$ cat config.mk
export PLATFORM = sky130hd
export DESIGN_NAME = pwm_fault_guard
export DESIGN_NICKNAME = d
export VERILOG_FILES = /design/src/rtl/pwm_fault_pkg.sv /design/src/rtl/pwm_fault_sync.sv /design/src/rtl/pwm_fault_regs.sv /design/src/rtl/pwm_fault_latch.sv /design/src/rtl/pwm_fault_gate.sv /design/src/rtl/pwm_fault_guard.sv
export SDC_FILE = /design/constraint.sdc
export NUM_CORES = 1
export LEC_CHECK = 0
export BUFFER_PORTS_ARGS = -buffer_cell sky130_fd_sc_hd__buf_4
export CORE_ASPECT_RATIO = 1.2
export CORE_MARGIN = 4
export CORE_UTILIZATION = 40
export DETAILED_ROUTE_END_ITERATION = 8
export PLACE_DENSITY = 0.7
export SLEW_MARGIN = 40
export SYNTH_ARGS = -nofsm -noshare
export SYNTH_HDL_FRONTEND = slang
export SYNTH_SLANG_ARGS = --single-unit
$ cat constraint.sdc
create_clock -name clk -period 1.3 [get_ports clk]
set_input_delay 0 -clock clk [delete_from_list [all_inputs] [get_ports clk]]
set_output_delay 0 -clock clk [all_outputs]
set_load 0.02 [all_outputs]
$ cat src/rtl/pwm_fault_pkg.sv
`timescale 1ns/1ps
// Shared constants for the PWM fault shutdown controller: source count,
// register width, source bit positions and the register address map.
package pwm_fault_pkg;
    localparam int NSRC  = 3;
    localparam int REG_W = 8;
    localparam int ADR_W = 3;

    localparam int SRC_F0 = 0;
    localparam int SRC_F1 = 1;
    localparam int SRC_OC = 2;

    typedef enum logic [ADR_W-1:0] {
        ADR_CTRL = 3'd0,
        ADR_ENA  = 3'd1,
        ADR_STAT = 3'd2,
        ADR_OFF  = 3'd3,
        ADR_MASK = 3'd4
    } reg_adr_e;
endpackage

$ cat src/rtl/pwm_fault_sync.sv
`timescale 1ns/1ps
// Two-flop synchronizer, one chain per bit.
// Assumes the inputs are already converted to active-high and that
// 0 is the safe value to hold in reset.
module pwm_fault_sync #(
    parameter int W = 3
) (
    input  logic         clk,
    input  logic         rst_n,
    input  logic [W-1:0] d,
    output logic [W-1:0] q
);
    logic [W-1:0] stage1;

    for (genvar i = 0; i < W; i++) begin : g_bit
        // Move each bit through two flops into the clock domain.
        always_ff @(posedge clk) begin
            if (!rst_n) begin
                stage1[i] <= 1'b0;
                q[i]      <= 1'b0;
            end else begin
                stage1[i] <= d[i];
                q[i]      <= stage1[i];
            end
        end
    end
endmodule

$ cat src/rtl/pwm_fault_regs.sv
`timescale 1ns/1ps
// Configuration registers and read mux. Holds force-off, source enables,
// restart selects, OFF levels and the gating mask. The status flags live
// in the latch module; this block only decodes their write-1-to-clear
// strobes and returns them on reads.
// Assumes N_OUT <= REG_W.
module pwm_fault_regs
    import pwm_fault_pkg::*;
#(
    parameter int N_OUT = 6
) (
    input  logic             clk,
    input  logic             rst_n,
    input  logic             we,
    input  logic [ADR_W-1:0] addr,
    input  logic [REG_W-1:0] wdata,
    input  logic [NSRC-1:0]  stat,
    output logic             sw_off,
    output logic [NSRC-1:0]  src_en,
    output logic [NSRC-1:0]  auto_rs,
    output logic [N_OUT-1:0] off_lvl,
    output logic [N_OUT-1:0] mask,
    output logic [NSRC-1:0]  clr_req,
    output logic [REG_W-1:0] rdata
);
    // Register writes, decoded by address.
    always_ff @(posedge clk) begin
        if (!rst_n) begin
            sw_off  <= 1'b0;
            src_en  <= '0;
            auto_rs <= '0;
            off_lvl <= '0;
            mask    <= '0;
        end else if (we) begin
            case (addr)
                ADR_CTRL: sw_off <= wdata[0];
                ADR_ENA: begin
                    src_en  <= wdata[NSRC-1:0];
                    auto_rs <= wdata[4 +: NSRC];
                end
                ADR_OFF:  off_lvl <= wdata[N_OUT-1:0];
                ADR_MASK: mask    <= wdata[N_OUT-1:0];
                default: ;
            endcase
        end
    end

    // Write-1-to-clear strobes for the status flags.
    assign clr_req = (we && addr == ADR_STAT) ? wdata[NSRC-1:0] : '0;

    // Combinational read mux; unused bits read 0.
    always_comb begin
        rdata = '0;
        case (addr)
            ADR_CTRL: rdata[0] = sw_off;
            ADR_ENA: begin
                rdata[NSRC-1:0]  = src_en;
                rdata[4 +: NSRC] = auto_rs;
            end
            ADR_STAT: rdata[NSRC-1:0]  = stat;
            ADR_OFF:  rdata[N_OUT-1:0] = off_lvl;
            ADR_MASK: rdata[N_OUT-1:0] = mask;
            default: ;
        endcase
    end
endmodule

$ cat src/rtl/pwm_fault_latch.sv
`timescale 1ns/1ps
// Sticky status flags and per-source shutdown holds.
// A flag and a hold are set by an enabled, synchronized, active source.
// A flag is cleared by write-1, except while its source is still active.
// A hold is released at a counter-zero edge (automatic mode) or once
// every flag is clear (software mode), and only when no enabled source
// is active.
module pwm_fault_latch
    import pwm_fault_pkg::*;
(
    input  logic            clk,
    input  logic            rst_n,
    input  logic [NSRC-1:0] sync_act,
    input  logic [NSRC-1:0] src_en,
    input  logic [NSRC-1:0] auto_rs,
    input  logic            cnt_zero,
    input  logic [NSRC-1:0] clr_req,
    output logic [NSRC-1:0] stat,
    output logic [NSRC-1:0] hold
);
    logic any_act;
    assign any_act = |(sync_act & src_en);

    for (genvar i = 0; i < NSRC; i++) begin : g_src
        logic release_ok;
        // Restart condition picked by this source's mode bit.
        assign release_ok = !any_act && (auto_rs[i] ? cnt_zero : (stat == '0));

        // Sticky flag: set wins, and a clear needs the source to be inactive.
        always_ff @(posedge clk) begin
            if (!rst_n)                          stat[i] <= 1'b0;
            else if (sync_act[i] && src_en[i])   stat[i] <= 1'b1;
            else if (clr_req[i] && !sync_act[i]) stat[i] <= 1'b0;
        end

        // Shutdown hold: keeps the outputs off until the restart rule allows.
        always_ff @(posedge clk) begin
            if (!rst_n)                         hold[i] <= 1'b0;
            else if (sync_act[i] && src_en[i])  hold[i] <= 1'b1;
            else if (hold[i] && release_ok)     hold[i] <= 1'b0;
        end
    end
endmodule

$ cat src/rtl/pwm_fault_gate.sv
`timescale 1ns/1ps
// Output gating, all combinational so that it works without a clock.
// A raw enabled fault, a held shutdown or the software force-off sends
// each masked output to its OFF level. Unmasked outputs pass through.
module pwm_fault_gate
    import pwm_fault_pkg::*;
#(
    parameter int N_OUT = 6
) (
    input  logic [N_OUT-1:0] pwm_in,
    input  logic [NSRC-1:0]  raw_act,
    input  logic [NSRC-1:0]  hold,
    input  logic [NSRC-1:0]  src_en,
    input  logic             sw_off,
    input  logic [N_OUT-1:0] off_lvl,
    input  logic [N_OUT-1:0] mask,
    output logic [N_OUT-1:0] pwm_out
);
    logic forced;
    assign forced = sw_off | (|(raw_act & src_en)) | (|(hold & src_en));

    for (genvar j = 0; j < N_OUT; j++) begin : g_out
        // Select the OFF level for a masked output while forced.
        assign pwm_out[j] = (forced && mask[j]) ? off_lvl[j] : pwm_in[j];
    end
endmodule

$ cat src/rtl/pwm_fault_guard.sv
`timescale 1ns/1ps
// PWM fault shutdown controller, top level.
// Converts the fault pins to active-high, synchronizes them for the state
// logic, and feeds the raw values straight into the combinational gate.
// Assumes pwm_cnt counts in the modulator's clock domain and is 0 at the
// start of each PWM cycle.
module pwm_fault_guard
    import pwm_fault_pkg::*;
#(
    parameter int N_OUT = 6,
    parameter int CNT_W = 8
) (
    input  logic             clk,
    input  logic             rst_n,
    input  logic [N_OUT-1:0] pwm_in,
    input  logic [CNT_W-1:0] pwm_cnt,
    input  logic             fault0_n,
    input  logic             fault1_n,
    input  logic             ocomp,
    input  logic             reg_we,
    input  logic [2:0]       reg_addr,
    input  logic [7:0]       reg_wdata,
    output logic [7:0]       reg_rdata,
    output logic [N_OUT-1:0] pwm_out,
    output logic             fault_irq
);
    logic [NSRC-1:0]  raw_act, sync_act, stat, hold, src_en, auto_rs, clr_req;
    logic             sw_off, cnt_zero;
    logic [N_OUT-1:0] off_lvl, mask;

    assign raw_act  = {ocomp, ~fault1_n, ~fault0_n};
    assign cnt_zero = (pwm_cnt == '0);

    pwm_fault_sync #(.W(NSRC)) u_sync (
        .clk(clk), .rst_n(rst_n), .d(raw_act), .q(sync_act)
    );

    pwm_fault_regs #(.N_OUT(N_OUT)) u_regs (
        .clk(clk), .rst_n(rst_n), .we(reg_we), .addr(reg_addr),
        .wdata(reg_wdata), .stat(stat), .sw_off(sw_off), .src_en(src_en),
        .auto_rs(auto_rs), .off_lvl(off_lvl), .mask(mask),
        .clr_req(clr_req), .rdata(reg_rdata)
    );

    pwm_fault_latch u_latch (
        .clk(clk), .rst_n(rst_n), .sync_act(sync_act), .src_en(src_en),
        .auto_rs(auto_rs), .cnt_zero(cnt_zero), .clr_req(clr_req),
        .stat(stat), .hold(hold)
    );

    pwm_fault_gate #(.N_OUT(N_OUT)) u_gate (
        .pwm_in(pwm_in), .raw_act(raw_act), .hold(hold), .src_en(src_en),
        .sw_off(sw_off), .off_lvl(off_lvl), .mask(mask), .pwm_out(pwm_out)
    );

    assign fault_irq = |stat;
endmodule

## Yosys cells after proc, flatten, opt, wreduce, memory -nomap -nowiden

Index checks and enable logic that the tools add are counted.

- Bits in registers: 31
- Output and inout bits: 15
- Word-level logic and storage cells: 95

- Equality and inequality tests: 4
- Mux-type cells: 27
- Bitwise operators: 7
- Reductions and logical operators: 40

Operator list:

| operator | number |
|---|---|
| 1-bit 2-to-1 mux | 22 |
| 1-bit logical AND | 19 |
| 2-bit nonzero test | 6 |
| 3-bit OR reduction | 4 |
| 3-bit bitwise AND | 3 |
| 8-bit zero test | 1 |
| 2-bit one-hot mux with 4 select lines | 1 |
| 2-bit AND reduction | 4 |
| 3-bit by 2-bit == test with 1-bit output, second input constant | 2 |
| 3-bit zero test | 2 |
| 2-bit one-hot mux with 3 select lines | 1 |
| 1-bit one-hot mux with 5 select lines | 1 |
| 1-bit zero test | 4 |
| 3-bit by 1-bit == test with 1-bit output, second input constant | 1 |
| 3-bit == test, second input constant | 1 |
| 3-bit 2-to-1 mux | 1 |
| 1-bit NOT | 2 |
| 1-bit OR | 2 |
| 1-bit one-hot mux with 2 select lines | 1 |

## Logic depth before layout (Yosys ltp)

- Depth after elaboration: 7
- Mapped depth: 6
- Depth with buffers taken out: 4

## Hierarchy

Synthesis repeated with hierarchy kept, for this count alone.

- Cells, all modules: 164
- Area total of the unflattened synthesis: 1621.6 sq um

Modules (own cells, without submodules):

| module | instances | cells an instance | area each (sq um) |
|---|---|---|---|
| pwm_fault_regs | 1 | 100 | 1017.2 |
| pwm_fault_latch | 1 | 31 | 264.0 |
| pwm_fault_sync | 1 | 12 | 157.7 |
| pwm_fault_gate | 1 | 15 | 150.1 |
| pwm_fault_guard | 1 | 6 | 32.5 |

## Worst setup path before layout

No wires, ideal clock.

- Kind: register -> output
- From: register u_latch.hold[2]
- To: output port pwm_out[0]
- Arrival: 1.147 ns
- Data required time: 1.300 ns
- Path slack: 0.153 ns
- Cell stages (with the launch flop): 5
- Path buffers: 0
- Cells stage by stage: dfxtp_1 o21a_1 a21oi_2 a21boi_1 mux2_1

- Cells in the longest elaborated chain, start to end: 5

Ends and longest elaborated chain:

| item | line | RTL |
|---|---|---|
| start: declaration | pwm_fault_latch.sv:19 | `output logic [NSRC-1:0] hold` |
| start signal: indexed assignment | pwm_fault_latch.sv:38 | `if (!rst_n) hold[i] <= 1'b0;` |
| start signal: indexed assignment | pwm_fault_latch.sv:39 | `else if (sync_act[i] && src_en[i]) hold[i] <= 1'b1;` |
| 3-bit bitwise AND | pwm_fault_gate.sv:20 | `assign forced = sw_off \| (\|(raw_act & src_en)) \| (\|(hold & src_en));` |
| 3-bit OR reduction | pwm_fault_gate.sv:20 |  |
| 1-bit OR | pwm_fault_gate.sv:20 |  |
| 1-bit logical AND | pwm_fault_gate.sv:24 | `assign pwm_out[j] = (forced && mask[j]) ? off_lvl[j] : pwm_in[j];` |
| 1-bit 2-to-1 mux | pwm_fault_gate.sv:24 |  |
| end: declaration | pwm_fault_guard.sv:24 | `output logic [N_OUT-1:0] pwm_out,` |

Every way passes these cells.

## Worst setup path after layout

- From: register u_latch.hold[1]
- To: output port pwm_out[1]

Same word-level chain as after synthesis.

==> flow_metrics.tcl <==
set metrics [dict create \
    status "complete, but fails checks" \
    failed_checks "setup timing" \
    dr.pass1.iters 4 \
    die_w_um 65.3 \
    cp-end-kind "output port" \
    cts_sinks 31 \
    leakage_nw 0.896 \
    coreArea_mm2 0.00372 \
    die_h_um 76.8 \
    synthTopCellsByArea "dfxtp_1 (39%), mux2i_1 (13%), nor2b_1 (9.9%), mux2_1 (4.3%), a21boi_1 (2.9%)" \
    clockRootBuffer "clkbuf_8" \
    synth_top_cell_area_share_pct 39.3 \
    ys.warnings.count 0 \
    crit_arrival_ns 1.61 \
    crit_path_cell_trace "nand2b_4, a21oi_4, a21boi_2, mux2_4, buf_6" \
    holdPathEnd "u_regs.off_lvl[1]$_SDFFE_PN0P_" \
    max_stage_delay_ns 0.32 \
    cp-start-kind "flop" \
    post-route-period-util_pct 124 \
    syn_inst 164 \
    final_common_cell "buf_4" \
    vias 1369 \
    worst_hold_startpoint "reg_wdata[1]" \
    finalMaxSlewViolations 0 \
    rr_endpoint "u_latch.hold[1]$_SDFFE_PN0P_" \
    drv_cap 0 \
    diodes 0 \
    portBuffers 43 \
    dp_hpwl_mm 2.96 \
    synth-main-ff-cell "dfxtp_1" \
    area_growth_pct 39.2 \
    viasPerCell 5.07 \
    min_path_cells 3 \
    grt_pass1_vias 1435 \
    final_util_pct 59.0 \
    synth_top_family_by_area "simple AND/OR/NAND/NOR gates" \
    fin_skew_ns 0.00813 \
    routed_wl_mm 4.02 \
    io_pins 46 \
    r2r-start "u_latch.stat[1]$_SDFFE_PN0P_" \
    antenna_found_initial 0 \
    crit_required_ns 1.30 \
    synth_edf_count 0 \
    cp_max_fo 6 \
    synth-simple-area-share_pct 24.1 \
    vdd_drop_max_v 0.000740 \
    grt_usage_pct 18.0 \
    grt-ovfl-total 0 \
    post_cts_buffers 0 \
    final_nets 249 \
    die_area_mm2 0.00502 \
    ys_types 34 \
    drive_gt1_share_pct 36.7 \
    synth_xor_area_share_pct 0 \
    final_cell_mix "buf_4 (43), dfxtp_1 (28), nor2b_1 (25)" \
    cpLargestDelayFamily "compound AO/OA/AOI/OAI gates" \
    core.rowCount 24 \
    clk_latency_ns 0.28 \
    cts_tree "done" \
    synth-seq-cells 31 \
    start_util_pct 42.4 \
    muxShareOfSynthArea_pct 18.3 \
    cts_made_buffers 5 \
    synth_top_area_cell "dfxtp_1" \
    fin_ws_ns -0.313 \
    htreeDepth 2 \
    rrSetupSlack_ns 0.12 \
    max_freq_mhz 620 \
    hold_path.class "in -> reg" \
    place.gp.congestion 0.780 \
    rsz0062_at_grt "yes" \
    crit_slowest_cell "dfxtp_2" \
    drc 0 \
    wl_per_cell_um 14.9 \
    grt_max_degree 32 \
    path_buf_inv 1 \
    syn_avg_cell_area_um2 9.62 \
    r2r_cells 5 \
    ys_seq_area_share_pct 39.3 \
    synth_compound_area_share_pct 13.9 \
    synthAdderAreaFrac_pct 0 \
    synth_nets 195 \
    cts_buffer_depth 2 \
    dr.first_iter.drc_count 53 \
    finalHoldViolCount 0 \
    period_needed_ns 1.61 \
    clkTransAtPathRegs_ns 0.07 \
    ant_nets 0 \
    setup_viol 6 \
    synth.cell_area_mm2 0.00158 \
    grt_pass1_wl_mm 7.02 \
    worst_hold_slack_ns 0.00778 \
    critPathKind "reg -> out" \
    pwr_density_cell_mw_per_mm2 927 \
    ys_async_sr_fraction_pct 0 \
]
==> per-stage QoR <==
step           TNS (ns)  setup WS [ns]  power [W]  cell area (um2)  instances
2_1_floorplan         0          0.153    0.00114             1580        164
3_3_place_gp     -0.247        -0.0481    0.00125             1960        257
3_5_place_dp     -0.358        -0.0769    0.00126             1960        257
4_1_cts           -1.58         -0.284    0.00204             2170        270
5_1_grt           -2.12         -0.378    0.00213             2200        270
6_report          -1.81         -0.313    0.00203             2200        270
==> flip-flops by register name, indices dropped and copies added (netlist names) <==
signal and count:
u_sync.q 3, u_regs.sw_off 1, u_regs.off_lvl 6, u_regs.src_en 3, u_regs.auto_rs 3, u_sync.stage1 3, u_latch.hold 3, u_latch.stat 3
u_regs.mask 6
==> per-layer routing <==
metal / global-route usage [%] / vias to the layer above / share of wire [%]
met4: 7.47 / 0 / 1.9
li1: - / 687 / -
met3: 4.24 / 5 / 4.2
met5: 0 / - / 0
met1: 22.2 / 648 / 43
met2: 29.5 / 29 / 51
==> cell usage after synthesis, types with 2 or more instances <==
cell type,count
dfxtp_1,31
nor2b_1,25
mux2i_1,21
a21boi_1,6
a22oi_1,6
mux2_1,6
nand2_1,6
nand2b_1,6
o21ai_0,5
and2_1,4
nand3_1,4
nor3b_1,4
a211oi_1,3
a21boi_0,3
a21oi_1,3
buf_4,3
clkbuf_1,3
nor2_1,3
o22ai_1,3
a21oi_2,2
buf_6,2
nand3b_1,2
nor4_1,2
==> repair_timing <==
item / 4_1_cts / 5_1_grt
cloned: 0 / 0
endpoints found under the hold margin: 6 / 0
setup endpoints to repair: 6 / 8
gates resized for setup: 16 / 9
pin swaps: 5 / 6
hold buffers: 6 / 0
==> worst max path at each step <==
stage	to	depth (start not counted)	startpoint
6_report	pwm_out[1]	5	u_latch.hold[1]$_SDFFE_PN0P_
5_1_grt	pwm_out[1]	5	u_latch.hold[1]$_SDFFE_PN0P_
4_1_cts	pwm_out[3]	5	u_latch.hold[1]$_SDFFE_PN0P_
3_5_place_dp	pwm_out[1]	5	u_latch.hold[1]$_SDFFE_PN0P_
3_3_place_gp	pwm_out[0]	5	u_latch.hold[1]$_SDFFE_PN0P_
2_1_floorplan	pwm_out[0]	4	u_latch.hold[2]$_SDFFE_PN0P_
==> worst reg2reg max path, cell delays in order, from the launching register on <==
cell and delay, ns:
dfxtp_1 0.33, nor3_1 0.20, buf_4 0.16, nor2_1 0.04, a211oi_1 0.25, nor3b_1 0.09
==> report_power, final <==
group / switching [W] / total (W) / internal (W)
registers: 0.0000148 / 0.000987 / 0.000972
logic: 0.000127 / 0.000289 / 0.000162
clock network: 0.000344 / 0.000759 / 0.000415
total: 0.000486 / 0.00203 / 0.00155
==> kinds of logic after synthesis <==
family          after synthesis
compound gates               32
buf+inv                      10
simple gates                 62
mux                          28
flops                        31
other cells                   1
==> final cells by class <==
| cell class | count | area, um2 |
|---|---|---|
| Clock inverter | 1 | 5.00 |
| Fill cell | 352 | 1530 |
| Timing Repair Buffer | 56 | 462 |
| Tap cell | 52 | 65.1 |
| Inverter | 1 | 3.75 |
| Clock buffer | 6 | 82.6 |
| Sequential cell | 31 | 624 |
| Multi-Input combinational cell | 123 | 953 |
No activity file was read; power rests on OpenSTA's default activity.
